==> src/rtl/rxbd_pkg.sv <==
`timescale 1ns/1ps
package rxbd_pkg;
    localparam int BIT_EMPTY = 15;
    localparam int BIT_WRAP  = 13;
    localparam int BIT_INTR  = 12;
    localparam int BIT_LAST  = 11;
    localparam int BIT_FIRST = 10;
    localparam int BIT_CONT  = 9;
    localparam int ERR_W     = 6;
    localparam logic [15:0] KEEP_MASK = 16'h3200;

    typedef enum logic [3:0] {
        ST_IDLE, ST_GET_STAT, ST_GET_PHI, ST_GET_PLO, ST_DECIDE,
        ST_FILL, ST_DISCARD, ST_PUT_LEN, ST_PUT_STAT
    } rx_state_e;
endpackage

==> src/rtl/rxbd_ring_ptr.sv <==
`timescale 1ns/1ps
module rxbd_ring_ptr #(
    parameter int IDX_W = 6
) (
    input  logic             clk,
    input  logic             rst_n,
    input  logic             advance,
    input  logic             wrap,
    output logic [IDX_W-1:0] idx
);
    always_ff @(posedge clk) begin
        if (!rst_n)       idx <= '0;
        else if (advance) idx <= wrap ? '0 : idx + IDX_W'(1);
    end


    ring_hold_chk: assert property (@(posedge clk) disable iff (!rst_n)
        !advance |=> $stable(idx));
endmodule

==> src/rtl/rxbd_fill_cnt.sv <==
`timescale 1ns/1ps
module rxbd_fill_cnt #(
    parameter int LEN_W = 16
) (
    input  logic             clk,
    input  logic             rst_n,
    input  logic             buf_clr,
    input  logic             step,
    input  logic             new_frame,
    output logic [LEN_W-1:0] buf_cnt,
    output logic [LEN_W-1:0] frame_cnt
);
    always_ff @(posedge clk) begin
        if (!rst_n) begin
            buf_cnt   <= '0;
            frame_cnt <= '0;
        end else begin
            if (buf_clr)   buf_cnt <= '0;
            else if (step) buf_cnt <= buf_cnt + LEN_W'(1);
            if (step)      frame_cnt <= new_frame ? LEN_W'(1) : frame_cnt + LEN_W'(1);
        end
    end


    frame_covers_buf_chk: assert property (@(posedge clk) disable iff (!rst_n)
        step |=> frame_cnt >= buf_cnt);
endmodule

==> src/rtl/rxbd_fsm.sv <==
`timescale 1ns/1ps
module rxbd_fsm
    import rxbd_pkg::*;
#(
    parameter int AW    = 32,
    parameter int IDX_W = 6,
    parameter int LEN_W = 16
) (
    input  logic             clk,
    input  logic             rst_n,
    input  logic [AW-1:0]    ring_base,
    input  logic [LEN_W-1:0] max_len,
    input  logic             in_valid,
    output logic             in_ready,
    input  logic [7:0]       in_data,
    input  logic             in_last,
    input  logic [ERR_W-1:0] in_err,
    output logic             mem_re,
    output logic             mem_we,
    output logic [AW-1:0]    mem_addr,
    output logic [1:0]       mem_be,
    output logic [15:0]      mem_wdata,
    input  logic [15:0]      mem_rdata,
    output logic             irq,
    output logic             busy_evt,
    input  logic [IDX_W-1:0] idx,
    input  logic [LEN_W-1:0] buf_cnt,
    input  logic [LEN_W-1:0] frame_cnt,
    output logic             advance,
    output logic             wrap,
    output logic             buf_clr,
    output logic             step,
    output logic             new_frame
);
    rx_state_e state_q, state_d;
    logic [15:0]      st_q;
    logic [31:0]      ptr_q;
    logic             at_start_q, first_q, last_q;
    logic [ERR_W-1:0] err_q;
    logic [AW-1:0]    desc_addr, buf_addr;
    logic             accept, buf_full;
    logic [15:0]      close_word;

    assign desc_addr = ring_base + AW'({idx, 3'b000});
    assign buf_addr  = AW'(ptr_q) + AW'(buf_cnt);
    assign accept    = in_valid && in_ready;
    assign buf_full  = (buf_cnt == max_len - LEN_W'(1));

    always_comb begin
        close_word              = st_q & KEEP_MASK;
        close_word[BIT_EMPTY]   = st_q[BIT_CONT];
        close_word[BIT_FIRST]   = first_q;
        close_word[BIT_LAST]    = last_q;
        close_word[ERR_W-1:0]   = err_q;
    end

    always_ff @(posedge clk) begin
        if (!rst_n) state_q <= ST_IDLE;
        else        state_q <= state_d;
    end

    always_comb begin
        state_d   = state_q;
        in_ready  = 1'b0;
        mem_re    = 1'b0;
        mem_we    = 1'b0;
        mem_addr  = '0;
        mem_be    = 2'b00;
        mem_wdata = '0;
        irq       = 1'b0;
        busy_evt  = 1'b0;
        advance   = 1'b0;
        wrap      = 1'b0;
        buf_clr   = 1'b0;
        step      = 1'b0;
        new_frame = 1'b0;
        unique case (state_q)
            ST_IDLE: if (in_valid) state_d = ST_GET_STAT;
            ST_GET_STAT: begin
                mem_re   = 1'b1;
                mem_addr = desc_addr;
                state_d  = ST_GET_PHI;
            end
            ST_GET_PHI: begin
                mem_re   = 1'b1;
                mem_addr = desc_addr + AW'(4);
                state_d  = ST_GET_PLO;
            end
            ST_GET_PLO: begin
                mem_re   = 1'b1;
                mem_addr = desc_addr + AW'(6);
                state_d  = ST_DECIDE;
            end
            ST_DECIDE: begin
                if (st_q[BIT_EMPTY]) begin
                    buf_clr = 1'b1;
                    state_d = ST_FILL;
                end else begin
                    busy_evt = 1'b1;
                    state_d  = ST_DISCARD;
                end
            end
            ST_FILL: begin
                in_ready = 1'b1;
                if (in_valid) begin
                    mem_we    = 1'b1;
                    mem_addr  = buf_addr;
                    mem_be    = buf_addr[0] ? 2'b01 : 2'b10;
                    mem_wdata = {in_data, in_data};
                    step      = 1'b1;
                    new_frame = at_start_q;
                    if (in_last || buf_full) state_d = ST_PUT_LEN;
                end
            end
            ST_DISCARD: begin
                in_ready = 1'b1;
                if (in_valid && in_last) state_d = ST_IDLE;
            end
            ST_PUT_LEN: begin
                mem_we    = 1'b1;
                mem_be    = 2'b11;
                mem_addr  = desc_addr + AW'(2);
                mem_wdata = last_q ? 16'(frame_cnt) : 16'(buf_cnt);
                state_d   = ST_PUT_STAT;
            end
            ST_PUT_STAT: begin
                mem_we    = 1'b1;
                mem_be    = 2'b11;
                mem_addr  = desc_addr;
                mem_wdata = close_word;
                irq       = st_q[BIT_INTR];
                advance   = 1'b1;
                wrap      = st_q[BIT_WRAP];
                state_d   = ST_IDLE;
            end
            default: state_d = ST_IDLE;
        endcase
    end

    always_ff @(posedge clk) begin
        if (!rst_n) begin
            st_q       <= '0;
            ptr_q      <= '0;
            at_start_q <= 1'b1;
            first_q    <= 1'b0;
            last_q     <= 1'b0;
            err_q      <= '0;
        end else begin
            if (state_q == ST_GET_PHI) st_q <= mem_rdata;
            if (state_q == ST_GET_PLO) ptr_q[31:16] <= mem_rdata;
            if (state_q == ST_DECIDE) begin
                ptr_q[15:0] <= mem_rdata;
                first_q     <= at_start_q;
            end
            if (state_q == ST_FILL && accept) begin
                at_start_q <= in_last;
                last_q     <= in_last;
                err_q      <= in_last ? in_err : '0;
            end
            if (state_q == ST_DISCARD && accept && in_last) at_start_q <= 1'b1;
        end
    end


    discard_after_busy_chk: assert property (@(posedge clk) disable iff (!rst_n)
        busy_evt |=> in_ready && !mem_we);

    irq_on_close_chk: assert property (@(posedge clk) disable iff (!rst_n)
        irq |-> mem_we && mem_be == 2'b11 && !in_ready);

    fill_bound_chk: assert property (@(posedge clk) disable iff (!rst_n)
        (state_q == ST_FILL) |-> buf_cnt < max_len);

    owned_fill_chk: assert property (@(posedge clk) disable iff (!rst_n)
        step |-> st_q[BIT_EMPTY]);
endmodule

==> src/rtl/rxbd_rx_engine.sv <==
`timescale 1ns/1ps
module rxbd_rx_engine #(
    parameter int AW    = 32,
    parameter int IDX_W = 6,
    parameter int LEN_W = 16
) (
    input  logic             clk,
    input  logic             rst_n,
    input  logic [AW-1:0]    ring_base,
    input  logic [LEN_W-1:0] max_len,
    input  logic             in_valid,
    output logic             in_ready,
    input  logic [7:0]       in_data,
    input  logic             in_last,
    input  logic [5:0]       in_err,
    output logic             mem_re,
    output logic             mem_we,
    output logic [AW-1:0]    mem_addr,
    output logic [1:0]       mem_be,
    output logic [15:0]      mem_wdata,
    input  logic [15:0]      mem_rdata,
    output logic             irq,
    output logic             busy_evt
);
    logic [IDX_W-1:0] idx;
    logic [LEN_W-1:0] buf_cnt, frame_cnt;
    logic advance, wrap, buf_clr, step, new_frame;

    rxbd_ring_ptr #(.IDX_W(IDX_W)) ring_i (
        .clk(clk), .rst_n(rst_n), .advance(advance), .wrap(wrap), .idx(idx)
    );

    rxbd_fill_cnt #(.LEN_W(LEN_W)) cnt_i (
        .clk(clk), .rst_n(rst_n), .buf_clr(buf_clr), .step(step),
        .new_frame(new_frame), .buf_cnt(buf_cnt), .frame_cnt(frame_cnt)
    );

    rxbd_fsm #(.AW(AW), .IDX_W(IDX_W), .LEN_W(LEN_W)) fsm_i (
        .clk(clk), .rst_n(rst_n), .ring_base(ring_base), .max_len(max_len),
        .in_valid(in_valid), .in_ready(in_ready), .in_data(in_data),
        .in_last(in_last), .in_err(in_err),
        .mem_re(mem_re), .mem_we(mem_we), .mem_addr(mem_addr), .mem_be(mem_be),
        .mem_wdata(mem_wdata), .mem_rdata(mem_rdata), .irq(irq), .busy_evt(busy_evt),
        .idx(idx), .buf_cnt(buf_cnt), .frame_cnt(frame_cnt),
        .advance(advance), .wrap(wrap), .buf_clr(buf_clr), .step(step),
        .new_frame(new_frame)
    );
endmodule

==> config.mk <==
export PLATFORM = sky130hd
export DESIGN_NAME = rxbd_rx_engine
export DESIGN_NICKNAME = d
export VERILOG_FILES = /design/src/rtl/rxbd_pkg.sv /design/src/rtl/rxbd_ring_ptr.sv /design/src/rtl/rxbd_fill_cnt.sv /design/src/rtl/rxbd_fsm.sv /design/src/rtl/rxbd_rx_engine.sv
export SDC_FILE = /design/constraint.sdc
export NUM_CORES = 1
export LEC_CHECK = 0
export CAP_MARGIN = 20
export CORE_MARGIN = 2
export CORE_UTILIZATION = 55
export DETAILED_ROUTE_END_ITERATION = 8
export DONT_BUFFER_PORTS = 1
export PLACE_DENSITY = 0.69
export REMOVE_ABC_BUFFERS = 1
export SETUP_SLACK_MARGIN = 0.1
export SLEW_MARGIN = 20
export SYNTH_ARGS = -nofsm -noshare
export SYNTH_HDL_FRONTEND = slang
export SYNTH_HIERARCHICAL = 1
export SYNTH_SLANG_ARGS = --single-unit
==> constraint.sdc <==
create_clock -name clk -period 5.7 [get_ports clk]
set_input_delay 0.855 -clock clk [delete_from_list [all_inputs] [get_ports clk]]
set_output_delay 0.855 -clock clk [all_outputs]
set_load 0.02 [all_outputs]
==> impl_metrics.toml, run 1 <==
[status]
status = "finished, final reports clean"

[clock_tree]
ctsHtreeMaxLevel = 3
cts_resized = 0
cts-root-to-sink-buffers = 2
cts_post_setup_buffers_inserted = 0
cts_root_buffer = "clkbuf_16"
cts.sinks = 87
tritoncts = "done"
clkLatencyLatePin_ps = 340
clk_pin_slew_ps = 70
cts_made_buffers = 9
cts_hold_buffers = 0

[timing]
slew_headroom = 0.338
timing.final.hold_violations = 0
maxClockFrequency_ghz = 0.197
finClkSkew_ps = 7.64
setup_violations = 0
final_critical_path_setup_slack_ps = 619
finalCritPeriodShare = 0.891
worst_pin_slew_ps = 992
final.setup.tns_ps = 0
slew_viol_final = 0
rsz0062_at_grt = "false"
period_needed_ps = 5080

[die]
die_h_microns = 127
placementRows = 44
die_area_sq_um = 16000
ios = 137
initial_utilization = 0.566
die_width_microns = 127
design.core.area_sq_um = 14600

[placed_design]
numPortBuffers = 0
pre_cts_slack_ps = 810
placed_area_sq_um = 8340
placed_cells_incl_taps = 1255
gp_routability_congestion = 0.950
detailed_place_hpwl_microns = 19200

[route]
drt-total-wl_microns = 25000
detail_route.wl_per_cell_microns = 19.7
vias = 8097
drc_errors = 0
first_pass_iters = 5
drt.antenna.violating_nets = 0
avgViaCountPerCell = 6.37
drt_iter0_markers = 648

[critical_path]
worst_reg2reg_path_depth = 9
setup.worst_path.start = "fsm_i/state_q[1]"
timing.rr.start = "fsm_i/state_q[2]"
crit_buf_inv = 0
path_cells = "and3b_1, nand2_1, ha_1, a21oi_1, nor2b_1, a22oi_1, nor4_2, nand3_1, or2_2, nand2b_1, o221ai_1"
worst_setup_path_start_kind = "flip-flop"
required_ps = 4850
cp_top_family = "simple AND/OR/NAND/NOR gates"
worstPathMaxFanout = 17
worstSetupEndpoint = "mem_addr[28]"
worst_r2r_endpoint = "cnt_i/buf_cnt[15]"
critical_path.slowest_cell = "dfxtp_1"
end_kind = "output pin"
setup.worst_path.class = "flip-flop to output pin"
r2r_slack_ps = 2340
crit_cells = 11
worst-endpoint-arrival_ps = 4230
peak_per_stage_delay_on_the_critical_path_ps = 640

[logic_synthesis]
number_of_register_bits_inferred_by_synthesis = 87
synth_top_flop_cell = "dfxtp_1"
synth-seq-area-share = 0.211
netlist_top_cells_count = "nand2_1 (166), nor2_1 (91), dfxtp_1 (87)"
synthesis.instances = 1110
most_used_standard_cell_by_instance_count_after_synthesis = "nand2_1"
avgSynthCellArea_sq_um = 7.44
synthDominantCellAreaShare = 0.211
post_synthesis_async_set_or_reset_flop_share = 0
synth_enable_flop_cells = 0
synth_top_cells_by_area = "dfxtp_1 (21%), nand2_1 (7.5%), xnor2_1 (6.4%)"
yosysUniqueCellTypes = 91
yosys_warning_total = 6
area_leader_netlist = "dfxtp_1"
syn-cell-area_sq_um = 8260

[pwr]
pwr_density_cell_nw_per_um2 = 285
vdd.ir_drop.worst_mv = 0.179
power.clock.fraction = 0.275
pwr-share-comb = 0.430
pwr-share-seq = 0.295
p_leak_nw = 2.99
power.switching_fraction = 0.432
p_sw_mw = 1.07
total_power_mw = 2.47
cell_internal_pwr_mw = 1.40

[final_layout]
final_nets = 1195
layout-drive-gt1-share = 0.0580
finalNonFillerCells = 1271
area_growth_syn_to_layout_pct = 5.08
layout.filler_cells = 1417
multi_input_area_sq_um = 6190
n_antenna_cell = 0
final_design_area_no_fill_sq_um = 8670
layout.area.seq_sq_um = 1740

[run]
max_cap_viol_count = 0

[global_routing]
grt_antenna_before_repair = 0
grt_pass1_vias = 7211
grt_first_pass_wirelength_microns = 39000
gr-total-overflow = 0
grt_start_max_net_pins = 55
grt_util_all_layers = 0.304

[hold_path]
worstHoldPathType = "flip-flop to flip-flop"
## layout make-up
cell class                      count  share of cell area
Tap cell                          184              0.0265
Sequential cell                    87               0.201
Inverter                           31              0.0134
Clock buffer                       10              0.0264
Multi-Input combinational cell    945               0.713
Timing Repair Buffer                8             0.00692
Clock inverter                      6              0.0125
## power groups by stage
| stage | logic (mW) | clock network [mW] | registers, mW |
|---|---|---|---|
| 2_1_floorplan | 0.783 | 0 | 0.727 |
| 5_1_grt | 1.14 | 0.713 | 0.737 |
| 3_5_place_dp | 1.04 | 0 | 0.742 |
| 4_1_cts | 1.04 | 0.689 | 0.729 |
| 6_report | 1.06 | 0.679 | 0.729 |
| 3_3_place_gp | 1.04 | 0 | 0.741 |
## worst min-delay path, delay by kind of cell, from the launching register on
family,cells,cell delay (ps)
flip-flops,1,310
AO/OA/AOI/OAI,1,60
AND/OR/NAND/NOR,1,50
## kinds of logic (layout without fill, tap and decap cells)
| kind of cell | count (synthesis) | in the layout | share of synthesized area |
|---|---|---|---|
| fa+ha+maj | 31 | 31 | 0.0497 |
| compound gates | 285 | 285 | 0.241 |
| mux | 24 | 24 | 0.0294 |
| xor+xnor | 103 | 103 | 0.110 |
| simple gates | 502 | 502 | 0.318 |
| flops | 87 | 87 | 0.211 |
| buf+inv | 78 | 55 | 0.0408 |
## metal layers
layer / GRT usage / wire length [microns]
met5: 0 / 0
met1: 0.430 / 11300
met4: 0.0963 / 560
met3: 0.0527 / 2020
met2: 0.470 / 11200
## sequential cells by signal, summed over array words and instances, names as in the netlist
register and flops:
fsm_i/err_q 6, fsm_i/ptr_q 32, fsm_i/last_q 1, fsm_i/first_q 1
cnt_i/frame_cnt 16, fsm_i/state_q 4, cnt_i/buf_cnt 16, fsm_i/at_start_q 1
ring_i/idx 6, fsm_i/st_q 4
## stage by stage
step                      utilization  hold WS [ps]
final                           0.595           463
after global routing            0.595           484
after CTS                       0.595           466
after detailed placement        0.571           457
after global placement          0.571           450
after floorplan                     -           439
## worst min-delay path by stage
stage / from / end / slack, ps / cells past startpoint
after CTS: fsm_i/st_q[13] / fsm_i/st_q[13] / 470 / 2
final: fsm_i/st_q[13] / fsm_i/st_q[13] / 460 / 2
after global routing: fsm_i/ptr_q[14] / fsm_i/ptr_q[14] / 480 / 2
after global placement: fsm_i/ptr_q[28] / fsm_i/ptr_q[28] / 450 / 2
after floorplan: fsm_i/st_q[12] / fsm_i/st_q[12] / 440 / 2
after detailed placement: fsm_i/st_q[13] / fsm_i/st_q[13] / 460 / 2
## cell usage in the layout, fill, tap and decap left out, types with 24 or more instances in the layout
cell type,instances
a21boi_0,39
o21ai_0,52
dfxtp_1,87
nand3_1,35
xor2_1,42
nand2_1,166
inv_1,31
nor2_1,91
a21oi_1,53
ha_1,28
xnor2_1,60
nand4_1,24
nor3_1,44
(Power assumes the default switching activity.)
==> run 2: changes to the inputs <==
==> constraint.sdc (replaced) <==
create_clock -name clk -period 5.7 [get_ports clk]
set_input_delay 1.14 -clock clk [delete_from_list [all_inputs] [get_ports clk]]
set_output_delay 1.14 -clock clk [all_outputs]
set_load 0.02 [all_outputs]
==> run 2 against run 1 <==
Effect of this change: die area unchanged; non-clock buffer count up 13; critical path depth unchanged; register-to-register slack about the same; first-iteration DRC count up 0.15%; highest routed layer unchanged; combinational power about the same.
==> impl_metrics.toml, run 2 (same netlist as run 1, synthesis figures left out) <==
[global_routing]
grt_start_max_net_pins = 55
grt_util_all_layers = 0.310
grt_pass1_vias = 7255
grt_antenna_before_repair = 0
gr-total-overflow = 0
grt_first_pass_wirelength_microns = 39500

[placed_design]
numPortBuffers = 0
gp_routability_congestion = 0.937
detailed_place_hpwl_microns = 19500

[clock_tree]
cts_hold_buffers = 0
cts_made_buffers = 9
cts_root_buffer = "clkbuf_16"
ctsHtreeMaxLevel = 3
cts.sinks = 87
clk_pin_slew_ps = 70
clkLatencyLatePin_ps = 350
tritoncts = "done"
cts-root-to-sink-buffers = 2

[route]
drt-total-wl_microns = 25500
drt_iter0_markers = 649
vias = 8247
detail_route.wl_per_cell_microns = 19.8
first_pass_iters = 5
avgViaCountPerCell = 6.42
drt.antenna.violating_nets = 0
drc_errors = 0

[timing]
timing.final.hold_violations = 0
maxClockFrequency_ghz = 0.184
final.setup.tns_ps = 0
rsz0062_at_grt = "true"
slew_headroom = 0.358
worst_pin_slew_ps = 962
finClkSkew_ps = 8.96
finalHoldWorstSlack_ps = 466
period_needed_ps = 5450
setup_violations = 0
finalCritPeriodShare = 0.956
slew_viol_final = 0

[pwr]
total_power_mw = 2.45
pwr_density_cell_nw_per_um2 = 279
pwr-share-seq = 0.305
power.switching_fraction = 0.446
power.clock.fraction = 0.252
pwr-share-comb = 0.443
vdd.ir_drop.worst_mv = 0.191
p_sw_mw = 1.09
p_leak_nw = 3.04
cell_internal_pwr_mw = 1.35

[die]
initial_utilization = 0.566
die_h_microns = 127
placementRows = 44
die_width_microns = 127
die_area_sq_um = 16000
design.core.area_sq_um = 14600
ios = 137

[critical_path]
peak_per_stage_delay_on_the_critical_path_ps = 670
critical_path.slowest_cell = "or4_1"
setup.worst_path.start = "ring_base[3]"
crit_buf_inv = 1
path_cells = "ha_1, fa_1, a21o_1, and4_1, nor2_4, xor2_1, nor4_4, buf_4, a22oi_1, nor2_1, or4_1"
setup.worst_path.class = "primary input to output pin"
worst_r2r_endpoint = "cnt_i/buf_cnt[15]"
end_kind = "output pin"
worstPathMaxFanout = 9
worst-endpoint-arrival_ps = 4310
timing.rr.start = "fsm_i/state_q[2]"
r2r_slack_ps = 2330
worst_setup_path_start_kind = "primary input"
cp_top_family = "simple AND/OR/NAND/NOR gates"
worst_reg2reg_path_depth = 9
required_ps = 4560

[final_layout]
most-common-layout-cells = "nand2_1 (166), nor2_1 (91), dfxtp_1 (87)"
layout.area.seq_sq_um = 1740
area_growth_syn_to_layout_pct = 6.05
most_common_cell_after_layout_fill_and_taps_aside = "nand2_1"
final_nets = 1208
largest_registers = "fsm_i/ptr_q: 32 flops, cnt_i/buf_cnt: 16 flops, cnt_i/frame_cnt: 16 flops"
n_antenna_cell = 0
multi_input_area_sq_um = 6200
max_reg_flops = 32
largest-register = "fsm_i/ptr_q"
layout-drive-gt1-share = 0.0718
layout.filler_cells = 1407

[hold_path]
worst_hold_path.num_cells = 2
worstHoldPathType = "flip-flop to flip-flop"
hold-path-endpoint = "fsm_i/st_q[13]"
min_from = "fsm_i/st_q[13]"

[run]
max_cap_viol_count = 0

[status]
status = "finished, final reports clean"
[run 2: worst max-delay path by stage]
stage                   end  cells after the start
5_1_grt        mem_addr[29]                     11
6_report       mem_addr[17]                     11
4_1_cts        mem_addr[18]                     11
3_5_place_dp   mem_addr[18]                     11
2_1_floorplan  mem_addr[31]                     11
3_3_place_gp   mem_addr[18]                     11
[run 2: per-stage QoR]
step	worst slack (ps)	cells	area [sq um]	util
3_3_place_gp	294	1266	8420	0.577
4_1_cts	154	1282	8730	0.598
6_report	252	1284	8750	0.600
3_5_place_dp	162	1266	8420	0.577
5_1_grt	70.3	1284	8750	0.600
2_1_floorplan	594	1063	8040	-
[run 2: layout make-up]
class,count,area share
repair buffers,21,0.0180
inverters,31,0.0133
flip-flops and latches,87,0.199
multi-input cells,945,0.708
well taps,184,0.0263
clock inverters,6,0.00772
clock buffers,10,0.0273
[run 2: timing repair]
action / in CTS / in global routing
buffers inserted: 0 / 2
setup endpoints to repair: 0 / 3
gates resized for setup: 0 / 2
[run 2: power groups by stage]
| stage | logic, mW | clock network (mW) | registers [mW] |
|---|---|---|---|
| floorplan | 0.783 | 0 | 0.727 |
| global placement | 1.05 | 0 | 0.758 |
| detailed placement | 1.06 | 0 | 0.758 |
| CTS | 1.06 | 0.628 | 0.744 |
| global route | 1.16 | 0.656 | 0.754 |
| finish | 1.08 | 0.616 | 0.746 |
[run 2: worst register-to-register path: cells and delay by family (launching register included)]
kind                   cells  cell delay (ps)
AND/OR/NAND/NOR            5             1250
buffers and inverters      3             1020
flip-flops                 1              650
multiplexers               1              340
[run 2: layer usage]
layer | share of wire | GRT usage
met5 | 0 | 0
met4 | 0.033 | 0.107
met3 | 0.079 | 0.0553
met2 | 0.44 | 0.474
met1 | 0.44 | 0.440
